$ cat src/rtl/i2c_cond_seq_pkg.sv
package i2c_cond_seq_pkg;

  // Pending request bit positions; a lower index has lower priority.
  localparam int unsigned PI_START  = 0;
  localparam int unsigned PI_RSTART = 1;
  localparam int unsigned PI_STOP   = 2;
  localparam int unsigned N_REQ     = 3;

  typedef enum logic [2:0] {
    G_IDLE,
    G_RS_SDA,   // SCL low, SDA released
    G_ST_REL,   // both released
    G_ST_SDA,   // SDA low, SCL released
    G_SP_LOW,   // both low
    G_SP_SCL,   // SCL released, SDA low
    G_HOLD      // final levels for one cycle
  } gen_state_t;

endpackage

$ cat src/rtl/i2c_bus_sync.sv
module i2c_bus_sync #(
  parameter int unsigned WIDTH  = 2,
  parameter int unsigned STAGES = 2
) (
  input  logic             clk,
  input  logic             rst,
  input  logic [WIDTH-1:0] din,
  output logic [WIDTH-1:0] dout
);

  logic [WIDTH-1:0] stage_q [STAGES];

  genvar s;
  generate
    for (s = 0; s < STAGES; s++) begin : g_stage
      if (s == 0) begin : g_first
        always_ff @(posedge clk) begin
          if (rst) stage_q[s] <= '1;
          else     stage_q[s] <= din;
        end
      end else begin : g_next
        always_ff @(posedge clk) begin
          if (rst) stage_q[s] <= '1;
          else     stage_q[s] <= stage_q[s-1];
        end
      end
    end
  endgenerate

  assign dout = stage_q[STAGES-1];

endmodule

$ cat src/rtl/i2c_cond_detect.sv
module i2c_cond_detect (
  input  logic clk,
  input  logic rst,
  input  logic scl_s,
  input  logic sda_s,
  output logic start_seen,
  output logic stop_seen
);

  logic scl_p, sda_p;

  always_ff @(posedge clk) begin
    if (rst) begin
      scl_p      <= 1'b1;
      sda_p      <= 1'b1;
      start_seen <= 1'b0;
      stop_seen  <= 1'b0;
    end else begin
      scl_p      <= scl_s;
      sda_p      <= sda_s;
      start_seen <= scl_s & scl_p & sda_p & ~sda_s;
      stop_seen  <= scl_s & scl_p & ~sda_p & sda_s;
    end
  end


  start_level_chk: assert property (@(posedge clk) disable iff (rst)
    start_seen |-> (!sda_p && scl_p));


  det_excl_chk: assert property (@(posedge clk) disable iff (rst)
    $onehot0({start_seen, stop_seen}));

endmodule

$ cat src/rtl/i2c_cond_gen.sv
module i2c_cond_gen
  import i2c_cond_seq_pkg::*;
#(
  parameter int unsigned CNT_W = 16
) (
  input  logic             clk,
  input  logic             rst,
  input  logic             enable,
  input  logic             eng_idle,
  input  logic [N_REQ-1:0] req,
  input  logic [CNT_W-1:0] half_period,
  output logic             scl_drv,
  output logic             sda_drv,
  output logic             busy,
  output logic             done,
  output logic [N_REQ-1:0] pend
);

  gen_state_t       state;
  logic [CNT_W-1:0] cnt;
  logic [CNT_W-1:0] hp_eff;
  logic [N_REQ-1:0] cur;
  logic [N_REQ-1:0] pend_set;
  logic             tick;

  assign hp_eff   = (half_period == '0) ? {{(CNT_W-1){1'b0}}, 1'b1} : half_period;
  assign pend_set = pend | req;
  assign tick     = (cnt == '0);

  always_ff @(posedge clk) begin
    if (rst) begin
      state <= G_IDLE;
      cnt   <= '0;
      pend  <= '0;
      cur   <= '0;
      done  <= 1'b0;
    end else if (!enable) begin
      state <= G_IDLE;
      cnt   <= '0;
      pend  <= '0;
      cur   <= '0;
      done  <= 1'b0;
    end else begin
      done <= 1'b0;
      pend <= pend_set;
      unique case (state)
        G_IDLE: begin
          if (eng_idle && (pend != '0)) begin
            cnt <= hp_eff - 1'b1;
            if (pend[PI_STOP]) begin
              state <= G_SP_LOW;
              cur   <= N_REQ'(1) << PI_STOP;
            end else if (pend[PI_RSTART]) begin
              state <= G_RS_SDA;
              cur   <= N_REQ'(1) << PI_RSTART;
            end else begin
              state <= G_ST_REL;
              cur   <= N_REQ'(1) << PI_START;
            end
          end
        end
        G_RS_SDA: begin
          if (tick) begin
            state <= G_ST_REL;
            cnt   <= hp_eff - 1'b1;
          end else cnt <= cnt - 1'b1;
        end
        G_ST_REL: begin
          if (tick) begin
            state <= G_ST_SDA;
            cnt   <= hp_eff - 1'b1;
          end else cnt <= cnt - 1'b1;
        end
        G_ST_SDA, G_SP_SCL: begin
          if (tick) begin
            state <= G_HOLD;
            done  <= 1'b1;
            pend  <= pend_set & ~cur;
          end else cnt <= cnt - 1'b1;
        end
        G_SP_LOW: begin
          if (tick) begin
            state <= G_SP_SCL;
            cnt   <= hp_eff - 1'b1;
          end else cnt <= cnt - 1'b1;
        end
        G_HOLD: state <= G_IDLE;
        default: state <= G_IDLE;
      endcase
    end
  end

  always_comb begin
    scl_drv = 1'b0;
    sda_drv = 1'b0;
    unique case (state)
      G_RS_SDA: scl_drv = 1'b1;
      G_ST_SDA: sda_drv = 1'b1;
      G_SP_LOW: begin scl_drv = 1'b1; sda_drv = 1'b1; end
      G_SP_SCL: sda_drv = 1'b1;
      G_HOLD: begin
        scl_drv = ~cur[PI_STOP];
        sda_drv = ~cur[PI_STOP];
      end
      default: ;
    endcase
  end

  assign busy = (state != G_IDLE);


  stop_first_chk: assert property (@(posedge clk) disable iff (rst || !enable)
    (state == G_IDLE && eng_idle && pend[PI_STOP]) |=> (state == G_SP_LOW));


  pend_clear_chk: assert property (@(posedge clk) disable iff (rst)
    done |-> (($past(pend) & ~pend) != '0));


  hold_once_chk: assert property (@(posedge clk) disable iff (rst || !enable)
    (state == G_HOLD) |=> (state == G_IDLE));


  engine_wait_chk: assert property (@(posedge clk) disable iff (rst || !enable)
    (state == G_IDLE && !eng_idle) |=> (state == G_IDLE));

endmodule

$ cat src/rtl/i2c_cond_seq.sv
module i2c_cond_seq
  import i2c_cond_seq_pkg::*;
#(
  parameter int unsigned HP_W = 16,
  parameter int unsigned SYNC_STAGES = 2
) (
  input  logic            clk,
  input  logic            rst,
  input  logic            auto_mode,
  input  logic [HP_W-1:0] half_period,
  input  logic            req_start,
  input  logic            req_rstart,
  input  logic            req_stop,
  input  logic            sw_scl_low,
  input  logic            sw_sda_low,
  input  logic            eng_scl_low,
  input  logic            eng_sda_low,
  input  logic            eng_idle,
  input  logic            scl_in,
  input  logic            sda_in,
  output logic            scl_low,
  output logic            sda_low,
  output logic            pend_start,
  output logic            pend_rstart,
  output logic            pend_stop,
  output logic            gen_done,
  output logic            start_seen,
  output logic            stop_seen,
  output logic            cond_irq
);

  logic [1:0]       bus_s;
  logic             gen_scl, gen_sda, gen_busy;
  logic [N_REQ-1:0] req_vec, pend_vec;

  i2c_bus_sync #(.WIDTH(2), .STAGES(SYNC_STAGES)) u_sync (
    .clk  (clk),
    .rst  (rst),
    .din  ({scl_in, sda_in}),
    .dout (bus_s)
  );

  i2c_cond_detect u_det (
    .clk        (clk),
    .rst        (rst),
    .scl_s      (bus_s[1]),
    .sda_s      (bus_s[0]),
    .start_seen (start_seen),
    .stop_seen  (stop_seen)
  );

  always_comb begin
    req_vec            = '0;
    req_vec[PI_START]  = req_start;
    req_vec[PI_RSTART] = req_rstart;
    req_vec[PI_STOP]   = req_stop;
  end

  i2c_cond_gen #(.CNT_W(HP_W)) u_gen (
    .clk         (clk),
    .rst         (rst),
    .enable      (auto_mode),
    .eng_idle    (eng_idle),
    .req         (req_vec),
    .half_period (half_period),
    .scl_drv     (gen_scl),
    .sda_drv     (gen_sda),
    .busy        (gen_busy),
    .done        (gen_done),
    .pend        (pend_vec)
  );

  assign pend_start  = pend_vec[PI_START];
  assign pend_rstart = pend_vec[PI_RSTART];
  assign pend_stop   = pend_vec[PI_STOP];

  always_ff @(posedge clk) begin
    if (rst) begin
      scl_low  <= 1'b0;
      sda_low  <= 1'b0;
      cond_irq <= 1'b0;
    end else begin
      if (auto_mode && gen_busy) begin
        scl_low <= gen_scl;
        sda_low <= gen_sda;
      end else if (auto_mode) begin
        scl_low <= eng_scl_low;
        sda_low <= eng_sda_low;
      end else begin
        scl_low <= sw_scl_low | eng_scl_low;
        sda_low <= sw_sda_low | eng_sda_low;
      end
      cond_irq <= auto_mode ? gen_done : (start_seen | stop_seen);
    end
  end


  auto_irq_chk: assert property (@(posedge clk) disable iff (rst)
    (auto_mode && gen_done) |=> cond_irq);


  manual_idle_chk: assert property (@(posedge clk) disable iff (rst)
    !auto_mode |=> !gen_busy);


  manual_irq_chk: assert property (@(posedge clk) disable iff (rst)
    (!auto_mode && (start_seen || stop_seen)) |=> cond_irq);

endmodule

$ cat config.mk
export PLATFORM = sky130hd
export DESIGN_NAME = i2c_cond_seq
export DESIGN_NICKNAME = d
export VERILOG_FILES = /design/src/rtl/i2c_cond_seq_pkg.sv /design/src/rtl/i2c_bus_sync.sv /design/src/rtl/i2c_cond_detect.sv /design/src/rtl/i2c_cond_gen.sv /design/src/rtl/i2c_cond_seq.sv
export SDC_FILE = /design/constraint.sdc
export NUM_CORES = 1
export LEC_CHECK = 0
export ABC_AREA = 0
export BUFFER_PORTS_ARGS = -buffer_cell sky130_fd_sc_hd__clkbuf_2
export CORE_ASPECT_RATIO = 0.75
export CORE_MARGIN = 3
export CORE_UTILIZATION = 56
export DETAILED_ROUTE_END_ITERATION = 7
export MAX_ROUTING_LAYER = met4
export PLACE_DENSITY = 0.77
export SLEW_MARGIN = 20
export SYNTH_ARGS = -nofsm -noshare
export SYNTH_HDL_FRONTEND = slang
export SYNTH_SLANG_ARGS = --single-unit
$ cat constraint.sdc
create_clock -name clk -period 3.1 [get_ports clk]
set_input_delay 0 -clock clk [delete_from_list [all_inputs] [get_ports clk]]
set_output_delay 0 -clock clk [all_outputs]
set_load 0.005 [all_outputs]
### Word level (Yosys, flattened, before mapping)

Memory sizes are Yosys's and may differ from the RTL's.
Index checks and enable logic that the tools add are counted.
Widths: inputs -> output; s select.

* flip-flop bits (word level): 33
* bits in writable memories: 4
* bits of input ports: 29
* output and inout bits: 9
* word-level logic and storage cells: 92
* memories kept: 1

Memories
* u_sync.stage_q: words 2, width 2, rd ports 2, clocked after memory_dff 0, write ports 2, line i2c_bus_sync.sv:11 `logic [WIDTH-1:0] stage_q [STAGES];`

* $add $sub $neg: 2
* eq/ne operators: 12
* mux-type cells: 30
* bitwise gates (word level): 18
* reductions and logical operators: 17

Operators by type and width (number)
* $mux 16: 4
* $pmux 16 s3: 1
* $logic_not 16->1: 2
* $sub 16x1->16 const B: 2
* $mux 3: 9
* $pmux 3 s5: 1
* $ne 2x1->1 const B: 5
* $eq 3x3->1 const B: 3
* $mux 1: 9
* $reduce_bool 3->1: 3
* $reduce_or 3->1: 3
* $mux 2: 4
* $eq 3x2->1 const B: 2
* $reduce_or 2->1: 3
* $and 1x1->1: 5
* $not 1->1: 5
* $or 1x1->1: 5
* $reduce_and 5->1: 1
* $pmux 1 s2: 2
* $and 3x3->3: 1
* $eq 3x1->1 const B: 1
* $logic_not 3->1: 1
* $not 3->3: 1
* $or 3x3->3: 1
* 4 further kinds: 5

### Depth between registers and ports, before layout

* depth after elaboration: 5
* mapped depth: 11
* gate-level depth less buffers: 11

### Hierarchy

A second synthesis with hierarchy kept.

* cells, all modules: 267
* area total of the unflattened synthesis: 2234.6 µm²

Modules (own cells, without submodules)
* i2c_cond_gen: times used 1, cells each 236, area each 1874.3 µm², seq. area each 520.5 µm²
* i2c_cond_detect: times used 1, cells each 10, area each 127.6 µm², seq. area each 80.1 µm²
* i2c_cond_seq: times used 1, cells each 13, area each 127.6 µm², seq. area each 60.1 µm²
* i2c_bus_sync: times used 1, cells each 8, area each 105.1 µm², seq. area each 80.1 µm²

### Least setup slack after synthesis

Ideal clock, no wire load.

* path type: register -> register
* start: reg u_gen.cnt[0]
* end: reg u_gen.cnt[6]
* setup time: 0.117 ns
* data arrival time: 2.083 ns
* required time: 2.983 ns
* slack: 0.900 ns
* cell stages (with the launch flop): 9
* buffers on the path: 0
* clock period less this slack: 2.200 ns
* path through: dfxtp_1 -> inv_1 -> ha_1 -> nor4b_2 -> nand4_2 -> a211oi_4 -> or2_4 -> mux2_2 -> a32o_1

* cells in the longest elaborated chain, start to end: 3
* elaborated cells on any way between the ends: 7
* those cells by class: add/sub (1); eq/ne (1); mux (3); reduce/logical (2)

RTL lines
* start, declared: line i2c_cond_gen.sv:20 `logic [CNT_W-1:0] cnt;`
* start signal, assigned: line i2c_cond_gen.sv:49 `cnt <= hp_eff - 1'b1;`
* start signal, assigned: line i2c_cond_gen.sv:65 `cnt <= hp_eff - 1'b1;`
* start signal, assigned: line i2c_cond_gen.sv:66 `end else cnt <= cnt - 1'b1;`
* $sub 16x1->16 or $logic_not 16->1 (tied branches)
* $mux 16 (tied with other cells): line i2c_cond_gen.sv:63, i2c_cond_gen.sv:69, i2c_cond_gen.sv:82
* $pmux 16 s3 or $reduce_and 3->1 (tied branches)

Parallel ways exist; a longest one is shown, timed or not. The select of a mux whose other input is x is not followed.
A chain may end at the register's enable or synchronous reset.

### Worst setup path in the final report

Ends and elaborated chain as after synthesis.

==> flow_summary.ini <==
[clocking]
clkLatencyLatePin_ns = 0.30
clk_pin_slew_worst_paths_ns = 0.08
cts-root-buf = clkbuf_8
clk_path_buf_depth = 2
cts_buffers = 5
cts_sinks = 37
htreeDepth = 2
cts_tree = done
cts_resized = 0

[sta]
rsz0062_at_grt = no
setup_viol = 0
worst_pin_slew_ns = 0.808
fin_crit_sh_pct = 85.1
fin_crit_ns = 2.64
hold_ws_ns = -0.00598
fin_worst_skew_ns = 0.0137
hold_violations = 1
setup_slack_ns = 0.462
setup_tns_ns = 0
max_freq_mhz = 379
slew_headroom_pct = 45.6
slew_viol_final = 0

[global_routing]
overflow = 0
antenna_found_initial = 0
groute.usage.overall_pct = 24.0
grt_pass1_vias = 1926
grt_max_degree = 22
grt_first_pass_wirelength_mm = 8.84

[worst_setup_path]
worstSetupStartpointType = flop
cp.depth = 8
worstSetupEndpointType = flop
cp_slowest_cell = o21ai_1
criticalPathCategory = flop to flop
max_stage_delay_ns = 0.37
r2r_cells = 8
crit_arrival_ns = 2.83
worst-path-buf-inv = 1
critPathTopFamily = simple AND/OR/NAND/NOR gates
cp_max_fo = 21
cp.required_ns = 3.29
crit_chain = inv_1, ha_1, nor4b_2, nand4_2, o21ai_1, or2_4, mux2_2, a32o_1

[power]
power.leakage_nw = 1.03
power_density_nw_per_um2 = 466
peakVddDrop_mv = 0.464

[floorplan]
fp.dieH_um = 60.8
ios = 38
fp.dieW_um = 79.0
dieArea_um2 = 4800
rows = 19
core_area_um2 = 3760
start_util_pct = 59.7

[layout]
final_layout_size_suffix_gt1_share_pct = 21.5
syn_to_final_growth_pct = 16.5
fin_area_um2 = 2610
nFillCells = 311
antenna_cells = 0
final_cell_mix = dfxtp_1, clkbuf_2, nor2_1, nand2_1, a21oi_1
layout.nets = 348

[logic_synthesis]
ys_seq_elements = 37
synth_edf_count = 0
synth_cells = 277
ys.flop_type = dfxtp_1
yosysSeqAreaShare_pct = 33.1
synth.net_count = 309
syn_area_um2 = 2240
syn_avg_cell_area_um2 = 8.09
ys_top_cells_by_area = dfxtp_1, nor2_1, a21oi_1
synth-async-reset-ratio_pct = 0
synth_top_area_share_pct = 33.1
netlist-cell-type-count = 51
synth_area_leader_cell = dfxtp_1
yosys_warnings = 0

[worst_hold_path]
holdPathStages = 3
hold_path_class = primary input to flop

[outcome]
violations = negative hold slack
status = complete, but fails checks

[routing]
vias_per_cell = 6.08
wl_per_cell_um = 14.7
vias = 2242
first_iter_violations = 234
totalWireLength_mm = 5.41
drtPass1Iterations = 5
route.detailed.drc = 0
ant_nets = 0

[place]
dpl-instance-area_um2 = 2450
pre_cts_ws_ns = 0.535
place_congestion = 0.909
place_hpwl_mm = 3.96
port_buffers = 37

[job]
cap_violations = 0
## final cells by class
| class | instances | area (µm²) | area share [%] |
|---|---|---|---|
| timing repair buffer | 47 | 273 | 10.5 |
| tap | 52 | 65.1 | 2.49 |
| sequential | 37 | 741 | 28.4 |
| inverter | 4 | 15.0 | 0.575 |
| clock buffer | 5 | 68.8 | 2.64 |
| multi-input combinational | 221 | 1400 | 53.8 |
| clock inverter | 3 | 43.8 | 1.68 |
## power breakdown
| group | switching [mW] | internal (mW) | leakage, nW |
|---|---|---|---|
| combinational | 0.165 | 0.114 | 0.670 |
| sequential | 0.0225 | 0.493 | 0.302 |
| clock | 0.181 | 0.241 | 0.0585 |
## synthesized netlist by cell type, types with 2 or more instances
master and count:
dfxtp_1 37, nor2_1 30, nand2_1 18, a21oi_1 16, nor3_1 13, o21ai_0 13
nand3_1 11, clkbuf_1 10, o21ai_1 9, nor4_1 8, a32o_1 7, or2_2 7
mux2i_1 6, xor2_1 6, a22oi_1 5, a31oi_1 5, nand4_1 5, nor2b_1 5
xnor2_1 5, inv_1 4, nand3b_1 4, nor3b_1 4, or3_1 4, and2_1 3
buf_6 3, ha_1 3, mux2_2 3, nand2b_1 3, o22ai_1 3, a211oi_1 2
a21boi_0 2, buf_2 2, o21a_1 2, o31ai_1 2
## state kept, by name, indices dropped and copies added, names as in the netlist
register          flops
u_gen.cnt            16
u_sync.stage_q        4
u_gen.cur             3
u_gen.pend            3
u_gen.state           3
cond_irq              1
scl_low               1
sda_low               1
u_det.scl_p           1
u_det.sda_p           1
u_det.start_seen      1
u_det.stop_seen       1
u_gen.done            1
## worst min-delay path, delay by kind of cell
kind / cells / cell delay (ns)
buf+inv: 1 / 0.07
compound gates: 2 / 0.18
## cells by family (layout without fill, tap and decap cells)
kind of cell / count (synthesis) / after routing / share of synthesized area (%)
adders and majority gates: 3 / 3 / 1.68
muxes: 10 / 10 / 4.69
DFF: 37 / 37 / 33.1
AOI/OAI and AO/OA: 72 / 72 / 21.3
and+or+nand+nor: 125 / 125 / 30.7
xor gates and xnor gates: 11 / 11 / 4.30
buffers and inverters: 19 / 59 / 4.30
## routing by layer
| metal | routed length, µm | share of wire, % | GRT usage (%) |
|---|---|---|---|
| met4 | 21 | 0.39 | 3.19 |
| met2 | 2400 | 44 | 36.6 |
| met3 | 416 | 7.7 | 6.08 |
| met5 | 0 | 0 | - |
| met1 | 2570 | 47 | 33.1 |
## per-stage QoR
stage	utilization (%)	total power [mW]	cells
2_1_floorplan	-	0.721	277
3_3_place_gp	65.2	0.788	356
3_5_place_dp	65.2	0.793	356
4_1_cts	69.5	1.21	369
5_1_grt	69.5	1.27	369
6_report	69.5	1.22	369
## worst paths after layout
path	startpoint	end	slack, ns
worst max-delay path	u_gen.cnt[0]	u_gen.cnt[6]	0.46
worst min-delay path	req_start	u_gen.pend[0]	-0.006
worst max register to register	u_gen.cnt[0]	u_gen.cnt[6]	0.46
worst min register to register	u_sync.stage_q[0][1]	u_sync.stage_q[1][1]	0.41
## timing repair
item | 4_1_cts | 5_1_grt
endpoints found under the hold margin | 5 | 0
hold buffers | 5 | 0
setup buffers | 0 | 0
Note: power is estimated with default switching activity, not from simulation.
